<file path="src/rtl/ecap_pkg.sv">
package ecap_pkg;

  // Header field layout; the next-pointer field is a byte offset.
  localparam int HDR_ID_W  = 16;
  localparam int HDR_VER_W = 4;
  localparam int HDR_NXT_W = 12;

  typedef enum logic [2:0] {
    ST_IDLE,
    ST_READ,
    ST_CHECK,
    ST_WTAIL,
    ST_WNEW,
    ST_DONE
  } walk_state_e;

  function automatic logic [HDR_ID_W-1:0] hdr_id(input logic [31:0] h);
    return h[15:0];
  endfunction

  function automatic logic [HDR_VER_W-1:0] hdr_ver(input logic [31:0] h);
    return h[19:16];
  endfunction

  function automatic logic [HDR_NXT_W-1:0] hdr_next(input logic [31:0] h);
    return h[31:20];
  endfunction

  function automatic logic [31:0] hdr_make(input logic [HDR_ID_W-1:0]  id,
                                           input logic [HDR_VER_W-1:0] ver,
                                           input logic [HDR_NXT_W-1:0] nxt);
    return {nxt, ver, id};
  endfunction

  // Replace only the next pointer of an existing header.
  function automatic logic [31:0] hdr_relink(input logic [31:0] h,
                                             input logic [HDR_NXT_W-1:0] nxt);
    return {nxt, hdr_ver(h), hdr_id(h)};
  endfunction

endpackage

</file>
<file path="src/rtl/ecap_bounds.sv">
module ecap_bounds #(
  parameter int CFG_BYTES = 4096,
  parameter int EXT_BASE  = 256,
  parameter int OFF_W     = 12
) (
  input  logic [OFF_W-1:0] nxt_off,
  input  logic [OFF_W-1:0] app_off,
  input  logic [OFF_W-1:0] app_size,
  output logic             nxt_ok,
  output logic             app_ok
);

  localparam logic [OFF_W:0] BASE_L = (OFF_W+1)'(EXT_BASE);
  localparam logic [OFF_W:0] TOP_L  = (OFF_W+1)'(CFG_BYTES - 8);
  localparam logic [OFF_W:0] CFG_L  = (OFF_W+1)'(CFG_BYTES);

  // A header may be visited if aligned and inside the extended window.
  function automatic logic visit_legal(input logic [OFF_W-1:0] off);
    logic [OFF_W:0] w;
    w = {1'b0, off};
    return (w >= BASE_L) && (w <= TOP_L) && (off[1:0] == 2'b00);
  endfunction

  // A new region must start in the window and end below the space size.
  function automatic logic region_legal(input logic [OFF_W-1:0] off,
                                        input logic [OFF_W-1:0] size);
    logic [OFF_W:0] fin;
    fin = {1'b0, off} + {1'b0, size};
    return ({1'b0, off} >= BASE_L) && (off[1:0] == 2'b00) &&
           (size != '0) && (fin < CFG_L);
  endfunction

  always_comb begin
    nxt_ok = visit_legal(nxt_off);
    app_ok = region_legal(app_off, app_size);
  end

endmodule

</file>
<file path="src/rtl/ecap_node_ctr.sv">
module ecap_node_ctr #(
  parameter int MAX_NODES = 960
) (
  input  logic clk,
  input  logic rst_n,
  input  logic clr,
  input  logic inc,
  output logic at_limit
);

  localparam int CW = $clog2(MAX_NODES + 1);
  localparam logic [CW-1:0] LIMIT = CW'(MAX_NODES);

  logic [CW-1:0] cnt;

  // The head read counts as the first visited node.
  always_ff @(posedge clk or negedge rst_n) begin
    if (!rst_n)   cnt <= '0;
    else if (clr) cnt <= CW'(1);
    else if (inc) cnt <= cnt + CW'(1);
  end

  assign at_limit = (cnt >= LIMIT);

  AST_CTR_BOUND: assert property (@(posedge clk) disable iff (!rst_n)
    cnt <= LIMIT);
  AST_NO_STEP_AT_LIMIT: assert property (@(posedge clk) disable iff (!rst_n)
    inc |-> !at_limit);

endmodule

</file>
<file path="src/rtl/ecap_seq.sv">
module ecap_seq
  import ecap_pkg::*;
#(
  parameter int CFG_BYTES = 4096,
  parameter int EXT_BASE  = 256,
  parameter int OFF_W     = 12,
  parameter int AW        = OFF_W - 2
) (
  input  logic             clk,
  input  logic             rst_n,
  input  logic             start,
  input  logic             op_append,
  input  logic [15:0]      cap_id,
  input  logic [3:0]       cap_ver,
  input  logic [OFF_W-1:0] new_off,
  input  logic             app_ok,
  input  logic             nxt_ok,
  input  logic             at_limit,
  output logic [OFF_W-1:0] nxt_off,
  output logic             ctr_clr,
  output logic             ctr_inc,
  output logic             done,
  output logic             found,
  output logic             err,
  output logic [OFF_W-1:0] res_off,
  output logic [OFF_W-1:0] prev_off,
  output logic             ram_rd,
  output logic             ram_wr,
  output logic [AW-1:0]    ram_addr,
  output logic [31:0]      ram_wdata,
  input  logic [31:0]      ram_rdata
);

  localparam logic [OFF_W-1:0] BASE_OFF = OFF_W'(EXT_BASE);
  localparam logic [AW-1:0]    WIN_LO   = AW'(EXT_BASE / 4);
  localparam logic [AW-1:0]    WIN_HI   = AW'((CFG_BYTES - 8) / 4);

  walk_state_e state, state_nx;

  logic             req_app, req_head;
  logic [15:0]      req_id;
  logic [3:0]       req_ver;
  logic [OFF_W-1:0] req_new;
  logic [OFF_W-1:0] cur_off, prv_off;
  logic [31:0]      hold_hdr;

  // Named internal events
  logic ev_accept, ev_follow, ev_hit, ev_miss, ev_fault, ev_tail;
  logic empty_head, id_hit;
  logic fin, fin_found, fin_err;
  logic [OFF_W-1:0] fin_off, fin_prev;

  assign nxt_off    = OFF_W'(hdr_next(ram_rdata));
  assign empty_head = (cur_off == BASE_OFF) && (ram_rdata == 32'h0);
  assign id_hit     = !req_app && (req_id != 16'h0) && (hdr_id(ram_rdata) == req_id);
  assign ev_accept  = (state == ST_IDLE) && start;

  always_comb begin
    state_nx  = state;
    fin       = 1'b0;
    fin_found = 1'b0;
    fin_err   = 1'b0;
    fin_off   = '0;
    fin_prev  = '0;
    ev_follow = 1'b0;
    ev_hit    = 1'b0;
    ev_miss   = 1'b0;
    ev_fault  = 1'b0;
    ev_tail   = 1'b0;
    unique case (state)
      ST_IDLE: begin
        if (start) begin
          if (op_append && !app_ok) begin
            fin      = 1'b1;
            fin_err  = 1'b1;
            ev_fault = 1'b1;
            state_nx = ST_DONE;
          end else begin
            state_nx = ST_READ;
          end
        end
      end
      ST_READ: state_nx = ST_CHECK;
      ST_CHECK: begin
        if (req_head) begin
          state_nx = ST_WNEW;
        end else if (empty_head) begin
          fin      = 1'b1;
          state_nx = ST_DONE;
          if (req_app) begin
            fin_err  = 1'b1;
            ev_fault = 1'b1;
          end else begin
            ev_miss = 1'b1;
          end
        end else if (id_hit) begin
          ev_hit    = 1'b1;
          fin       = 1'b1;
          fin_found = 1'b1;
          fin_off   = cur_off;
          fin_prev  = prv_off;
          state_nx  = ST_DONE;
        end else if (nxt_off == '0) begin
          if (req_app) begin
            ev_tail  = 1'b1;
            state_nx = ST_WTAIL;
          end else begin
            ev_miss  = 1'b1;
            fin      = 1'b1;
            fin_prev = cur_off;
            state_nx = ST_DONE;
          end
        end else if (!nxt_ok || at_limit) begin
          ev_fault = 1'b1;
          fin      = 1'b1;
          fin_err  = 1'b1;
          fin_prev = cur_off;
          state_nx = ST_DONE;
        end else begin
          ev_follow = 1'b1;
          state_nx  = ST_READ;
        end
      end
      ST_WTAIL: state_nx = ST_WNEW;
      ST_WNEW: begin
        fin       = 1'b1;
        fin_found = 1'b1;
        fin_off   = req_new;
        fin_prev  = req_head ? '0 : cur_off;
        state_nx  = ST_DONE;
      end
      ST_DONE: state_nx = ST_IDLE;
      default: state_nx = ST_IDLE;
    endcase
  end

  always_ff @(posedge clk or negedge rst_n) begin
    if (!rst_n) begin
      state    <= ST_IDLE;
      req_app  <= 1'b0;
      req_head <= 1'b0;
      req_id   <= '0;
      req_ver  <= '0;
      req_new  <= '0;
      cur_off  <= '0;
      prv_off  <= '0;
      hold_hdr <= '0;
      found    <= 1'b0;
      err      <= 1'b0;
      res_off  <= '0;
      prev_off <= '0;
    end else begin
      state <= state_nx;
      if (ev_accept) begin
        req_app  <= op_append;
        req_head <= op_append && (new_off == BASE_OFF);
        req_id   <= cap_id;
        req_ver  <= cap_ver;
        req_new  <= new_off;
        cur_off  <= BASE_OFF;
        prv_off  <= '0;
      end
      if (state == ST_CHECK) hold_hdr <= ram_rdata;
      if (ev_follow) begin
        prv_off <= cur_off;
        cur_off <= nxt_off;
      end
      if (fin) begin
        found    <= fin_found;
        err      <= fin_err;
        res_off  <= fin_off;
        prev_off <= fin_prev;
      end
    end
  end

  assign ctr_clr = ev_accept;
  assign ctr_inc = ev_follow;
  assign done    = (state == ST_DONE);
  assign ram_rd  = (state == ST_READ);
  assign ram_wr  = (state == ST_WTAIL) || (state == ST_WNEW);

  always_comb begin
    ram_addr  = cur_off[OFF_W-1:2];
    ram_wdata = hdr_relink(hold_hdr, HDR_NXT_W'(req_new));
    if (state == ST_WNEW) begin
      ram_addr  = req_new[OFF_W-1:2];
      ram_wdata = hdr_make(req_id, req_ver,
                           req_head ? hdr_next(hold_hdr) : '0);
    end
  end

  AST_RD_WR_EXCL: assert property (@(posedge clk) disable iff (!rst_n)
    !(ram_rd && ram_wr));
  AST_DONE_PULSE: assert property (@(posedge clk) disable iff (!rst_n)
    done |=> !done);
  AST_HIT_NOT_FAULT: assert property (@(posedge clk) disable iff (!rst_n)
    done |-> !(found && err));
  AST_READ_IN_WINDOW: assert property (@(posedge clk) disable iff (!rst_n)
    ram_rd |-> (ram_addr >= WIN_LO) && (ram_addr <= WIN_HI));
  AST_RESULT_HELD: assert property (@(posedge clk) disable iff (!rst_n)
    !done |-> ($stable(res_off) && $stable(prev_off) && $stable(found) && $stable(err)));
  AST_FAULT_NO_WRITE: assert property (@(posedge clk) disable iff (!rst_n)
    ev_fault |=> !ram_wr);

endmodule

</file>
<file path="src/rtl/ecap_walker.sv">
module ecap_walker #(
  parameter int CFG_BYTES = 4096,
  parameter int EXT_BASE  = 256,
  parameter int MAX_NODES = 960,
  localparam int OFF_W    = $clog2(CFG_BYTES),
  localparam int AW       = OFF_W - 2
) (
  input  logic             clk,
  input  logic             rst_n,
  input  logic             start,
  input  logic             op_append,
  input  logic [15:0]      cap_id,
  input  logic [3:0]       cap_ver,
  input  logic [OFF_W-1:0] new_off,
  input  logic [OFF_W-1:0] new_size,
  output logic             done,
  output logic             found,
  output logic             err,
  output logic [OFF_W-1:0] res_off,
  output logic [OFF_W-1:0] prev_off,
  output logic             ram_rd,
  output logic             ram_wr,
  output logic [AW-1:0]    ram_addr,
  output logic [31:0]      ram_wdata,
  input  logic [31:0]      ram_rdata
);

  logic [OFF_W-1:0] nxt_off;
  logic nxt_ok, app_ok, at_limit, ctr_clr, ctr_inc;

  ecap_bounds #(
    .CFG_BYTES(CFG_BYTES), .EXT_BASE(EXT_BASE), .OFF_W(OFF_W)
  ) u_bounds (
    .nxt_off (nxt_off),
    .app_off (new_off),
    .app_size(new_size),
    .nxt_ok  (nxt_ok),
    .app_ok  (app_ok)
  );

  ecap_node_ctr #(.MAX_NODES(MAX_NODES)) u_ctr (
    .clk     (clk),
    .rst_n   (rst_n),
    .clr     (ctr_clr),
    .inc     (ctr_inc),
    .at_limit(at_limit)
  );

  ecap_seq #(
    .CFG_BYTES(CFG_BYTES), .EXT_BASE(EXT_BASE), .OFF_W(OFF_W), .AW(AW)
  ) u_seq (
    .clk      (clk),
    .rst_n    (rst_n),
    .start    (start),
    .op_append(op_append),
    .cap_id   (cap_id),
    .cap_ver  (cap_ver),
    .new_off  (new_off),
    .app_ok   (app_ok),
    .nxt_ok   (nxt_ok),
    .at_limit (at_limit),
    .nxt_off  (nxt_off),
    .ctr_clr  (ctr_clr),
    .ctr_inc  (ctr_inc),
    .done     (done),
    .found    (found),
    .err      (err),
    .res_off  (res_off),
    .prev_off (prev_off),
    .ram_rd   (ram_rd),
    .ram_wr   (ram_wr),
    .ram_addr (ram_addr),
    .ram_wdata(ram_wdata),
    .ram_rdata(ram_rdata)
  );

endmodule

</file>
<file path="config.mk">
export PLATFORM = sky130hd
export DESIGN_NAME = ecap_walker
export DESIGN_NICKNAME = d
export VERILOG_FILES = /design/src/rtl/ecap_pkg.sv /design/src/rtl/ecap_bounds.sv /design/src/rtl/ecap_node_ctr.sv /design/src/rtl/ecap_seq.sv /design/src/rtl/ecap_walker.sv
export SDC_FILE = /design/constraint.sdc
export NUM_CORES = 1
export LEC_CHECK = 0
export CORE_ASPECT_RATIO = 1.4
export CORE_MARGIN = 2
export CORE_UTILIZATION = 40
export CTS_CLUSTER_SIZE = 20
export DETAILED_ROUTE_END_ITERATION = 16
export PLACE_DENSITY = 0.66
export SYNTH_ARGS = -nofsm -noshare
export SYNTH_HDL_FRONTEND = slang
export SYNTH_SLANG_ARGS = --single-unit
</file>
<file path="constraint.sdc">
create_clock -name clk -period 2.6 [get_ports clk]
set_input_delay 0.65 -clock clk [delete_from_list [all_inputs] [get_ports clk]]
set_output_delay 0.65 -clock clk [all_outputs]
set_load 0.02 [all_outputs]
</file>
==> reports/qor.log <==
qor: run_status.run_status finished, violations left
qor: run_status.violations setup timing
qor: floorplanning.num_io_pins 151
qor: power_and_ir_drop.vdd.ir_drop.worst 0.609 mV
qor: synthesis.syn_area 0.00647 mm2
qor: synthesis.yosys-top-cells-area sky130_fd_sc_hd__dfrtp_1 50%, sky130_fd_sc_hd__nand2_1 14%, sky130_fd_sc_hd__mux2_2 5.6%, sky130_fd_sc_hd__a221o_1 3.7%, sky130_fd_sc_hd__nand3_1 3.4%
qor: route.vias_per_inst 5.50
qor: sta.rsz0062_at_grt yes
qor: route.first_iter_violations 375
qor: critical_path.cp_data_arrival_time 3.00 ns
qor: sta.max_freq 371 MHz
qor: layout.final_net_count 1,037
qor: power_and_ir_drop.portion_of_total_power_attributed_to_combinational_logic 47.6%
qor: clocking.clk-insertion-delay-late 0.42 ns
qor: global_route.first_global_vias 6,622
qor: floorplanning.die-height 155 um
qor: global_route.grt_pass1_wl 34,000 um
qor: clocking.cts_root_buf sky130_fd_sc_hd__clkbuf_16
qor: synthesis.synth-async-reset-ratio 100%
qor: route.postRouteAntennaNets 0
qor: power_and_ir_drop.switching_share 40.3%
qor: sta.skew 0.00875 ns
qor: place.io_buffers 150
qor: sta.maxSlewViolCount 0
qor: sta.tightestPinTransition 0.701 ns
qor: synthesis.ys.flop_type sky130_fd_sc_hd__dfrtp_1
qor: critical_path.timing_worst_setup_path_type input pin to flop
qor: place.post_dp_cell_area 0.00880 mm2
qor: synthesis.synthCells 702
qor: synthesis.yosysTopAreaCellShare 49.9%
qor: global_route.pin_count_of_the_biggest_net_entering_global_routing 50
qor: layout.area.growth.synth_to_final 50.5%
qor: power_and_ir_drop.switching_power 0.00445 W
qor: synthesis.synth_enable_flop_cells 0
qor: sta.slew_headroom 52.6%
qor: layout.most-common-layout-cells 248 x sky130_fd_sc_hd__nand2_1, 124 x sky130_fd_sc_hd__dfrtp_1, 97 x sky130_fd_sc_hd__buf_4, 61 x sky130_fd_sc_hd__dlygate4sd2_1, 60 x sky130_fd_sc_hd__clkdlybuf4s50_1
qor: power_and_ir_drop.intPower 0.00660 W
qor: place.detailedPlacementHpwl 15,000 um
qor: route.drt-total-wl 21,800 um
qor: floorplanning.placeableCoreArea 0.0160 mm2
qor: clocking.cts_buffer_depth 2
qor: sta.hold_violations 0
qor: clocking.cts_hold_buffers 0
qor: synthesis.yosysWarningCount 0
qor: clocking.clock_tree.htree_level_count 4
qor: synthesis.ys_ff_latch 129
qor: synthesis.synthDominantAreaCellType sky130_fd_sc_hd__dfrtp_1
qor: place.replace_congestion 0.943
qor: sta.finalSetupViolCount 24
qor: route.detailedRoute.firstPassIterationCount 5
qor: global_route.grt_remaining_overflow 0
qor: synthesis.synth-seq-area-share 49.9%
qor: route.routed_wire_length_per_instance 18.8 um
qor: layout.final_layout_size_suffix_gt1_share 25.1%
qor: critical_path.crit_required 2.90 ns
qor: synthesis.synth_cell_types 48
qor: global_route.antenna_found_initial 1
qor: critical_path.crit_fanout 6
qor: layout.final_area 0.00974 mm2
qor: critical_path.startpoint_type input pin
qor: power_and_ir_drop.pwr-share-seq 30.3%
qor: clocking.clk_pin_slew 0.06 ns
qor: global_route.grt_usage 25.0%
qor: sta.tcrit_tclk_final 104%
qor: clocking.tritoncts_clock_tree done
qor: run.maxCapViolCount 0
qor: synthesis.syn-num-nets 795
qor: layout.final_core_util 60.8%
qor: power_and_ir_drop.powerDensity 1130 mW/mm2
qor: route.drc_errors 0
qor: floorplanning.number_of_rows_in_the_core_area 55
qor: clocking.tritoncts_buffer_count 17
qor: route.routed-via-count 6,366
qor: synthesis.postSynthAreaPerCell 9.22 um2
qor: floorplanning.starting_utilization_of_the_core_area 40.4%
qor: sta.period_needed 2.69 ns
qor: floorplanning.die_wd 112 um
qor: sta.fin_ws -0.0933 ns
qor: power_and_ir_drop.power.clock.fraction 22.1%
qor: worst_hold_path.hold_class input pin to async pin
qor: layout.final_common_cell sky130_fd_sc_hd__nand2_1
qor: floorplanning.design.die.area 0.0172 mm2
qor: critical_path.worst_setup_path_end_kind flop
qor: clocking.numClockSinks 129
qor: power_and_ir_drop.cellLeakagePower 4.83 nW
Yosys cell counts, drive strengths merged (2+ instances only):
library cell	n
nand2	248
dfrtp	129
nand3	44
mux2	32
clkbuf	31
a221o	24
nor4	22
and3	16
nor3	16
xor2	14
ha	13
nand4	13
nor2	13
nor2b	12
a21o	10
buf	8
o21ai	8
a21oi	6
or3	4
xnor2	4
a211oi	3
and2	3
inv	3
a31oi	2
mux2i	2
nor4b	2
o21bai	2
o31ai	2
stage by stage:
step,hold slack [ns],setup slack [ns],TNS (ns),std cells,total power [W]
detailed placement,0.483,-1.20,-47.21,1098,0.00837
global placement,0.457,-1.13,-45.32,1098,0.00824
CTS,0.239,-0.00587,-0.00587,1149,0.0109
global route,0.257,-0.128,-2.57,1157,0.0116
floorplan,0.354,0.0280,0,702,0.00594
finish,0.224,-0.0933,-1.66,1157,0.0110
per-layer routing:
metal	global-route usage (%)	up-vias	share of wire, %
met5	0	-	0
met4	13.4	0	4.1
met3	5.29	64	5.3
met2	44.5	254	53
met1	28.0	3112	38
li1	-	2936	-
sequential cells by signal, summed over array words and instances (netlist names):
register and cells:
u_seq.prv_off 12, u_seq.req_app 1, u_seq.req_new 12, u_seq.state 3, u_seq.err 1, u_seq.found 1
u_seq.req_id 16, u_seq.cur_off 12, u_seq.prev_off 12, u_ctr.cnt 10, u_seq.req_head 1, u_seq.req_ver 4
u_seq.hold_hdr 32, u_seq.res_off 12
critical path, cell delays in order:
cell	delay, ns
sky130_fd_sc_hd__clkdlybuf4s50_1	0.45
sky130_fd_sc_hd__buf_4	0.17
sky130_fd_sc_hd__xnor2_1	0.27
sky130_fd_sc_hd__or4b_1	0.51
sky130_fd_sc_hd__buf_6	0.16
sky130_fd_sc_hd__a21oi_4	0.21
sky130_fd_sc_hd__buf_6	0.16
sky130_fd_sc_hd__nor2_4	0.07
sky130_fd_sc_hd__a221o_1	0.35
cell families after synthesis:
logic type / count (synthesis) / share of synthesized area (%)
adders and majority gates: 13 / 2.51
DFF: 129 / 49.9
xor gates and xnor gates: 18 / 2.44
buffers and inverters: 42 / 2.98
AOI/OAI and AO/OA: 66 / 8.64
muxes: 34 / 5.88
and+or+nand+nor: 400 / 27.7
power groups by stage:
stage | Sequential [W] | Combinational, W | Clock [W]
5_1_grt | 0.00343 | 0.00564 | 0.00255
2_1_floorplan | 0.00338 | 0.00256 | 0
3_3_place_gp | 0.00330 | 0.00495 | 0
6_report | 0.00335 | 0.00526 | 0.00244
4_1_cts | 0.00332 | 0.00514 | 0.00245
3_5_place_dp | 0.00333 | 0.00503 | 0
final timing paths:
check                                 start                end  slack, ns  cells past startpoint
max reg2reg                 u_seq.req_id[2]  u_seq.res_off[11]      -0.06                      9
max                            ram_rdata[5]  u_seq.res_off[11]      -0.09                      9
max in group asynchronous             rst_n   u_seq.req_id[10]       1.68                      2
min in group clk           u_seq.req_ver[2]   u_seq.req_ver[2]       0.49                      2
min                                   rst_n   u_seq.res_off[7]       0.22                      1
min reg2reg                u_seq.req_ver[2]   u_seq.req_ver[2]       0.49                      2
area by class of cell:
class / count / area (um2)
Multi-Input combinational cell: 533 / 3300
Timing Repair Buffer: 260 / 2350
Sequential cell: 129 / 3230
Clock buffer: 17 / 425
Antenna cell: 1 / 2.50
Inverter: 3 / 11.3
Tap cell: 199 / 249
Clock inverter: 15 / 170
Fill cell: 1337 / 6290
timing repair:
action,CTS,global route
resized for setup,127,57
buffers inserted,16,6
setup endpoints to repair,102,92
gates cloned,3,1
pin swaps,32,24
(Power assumes the default switching activity.)
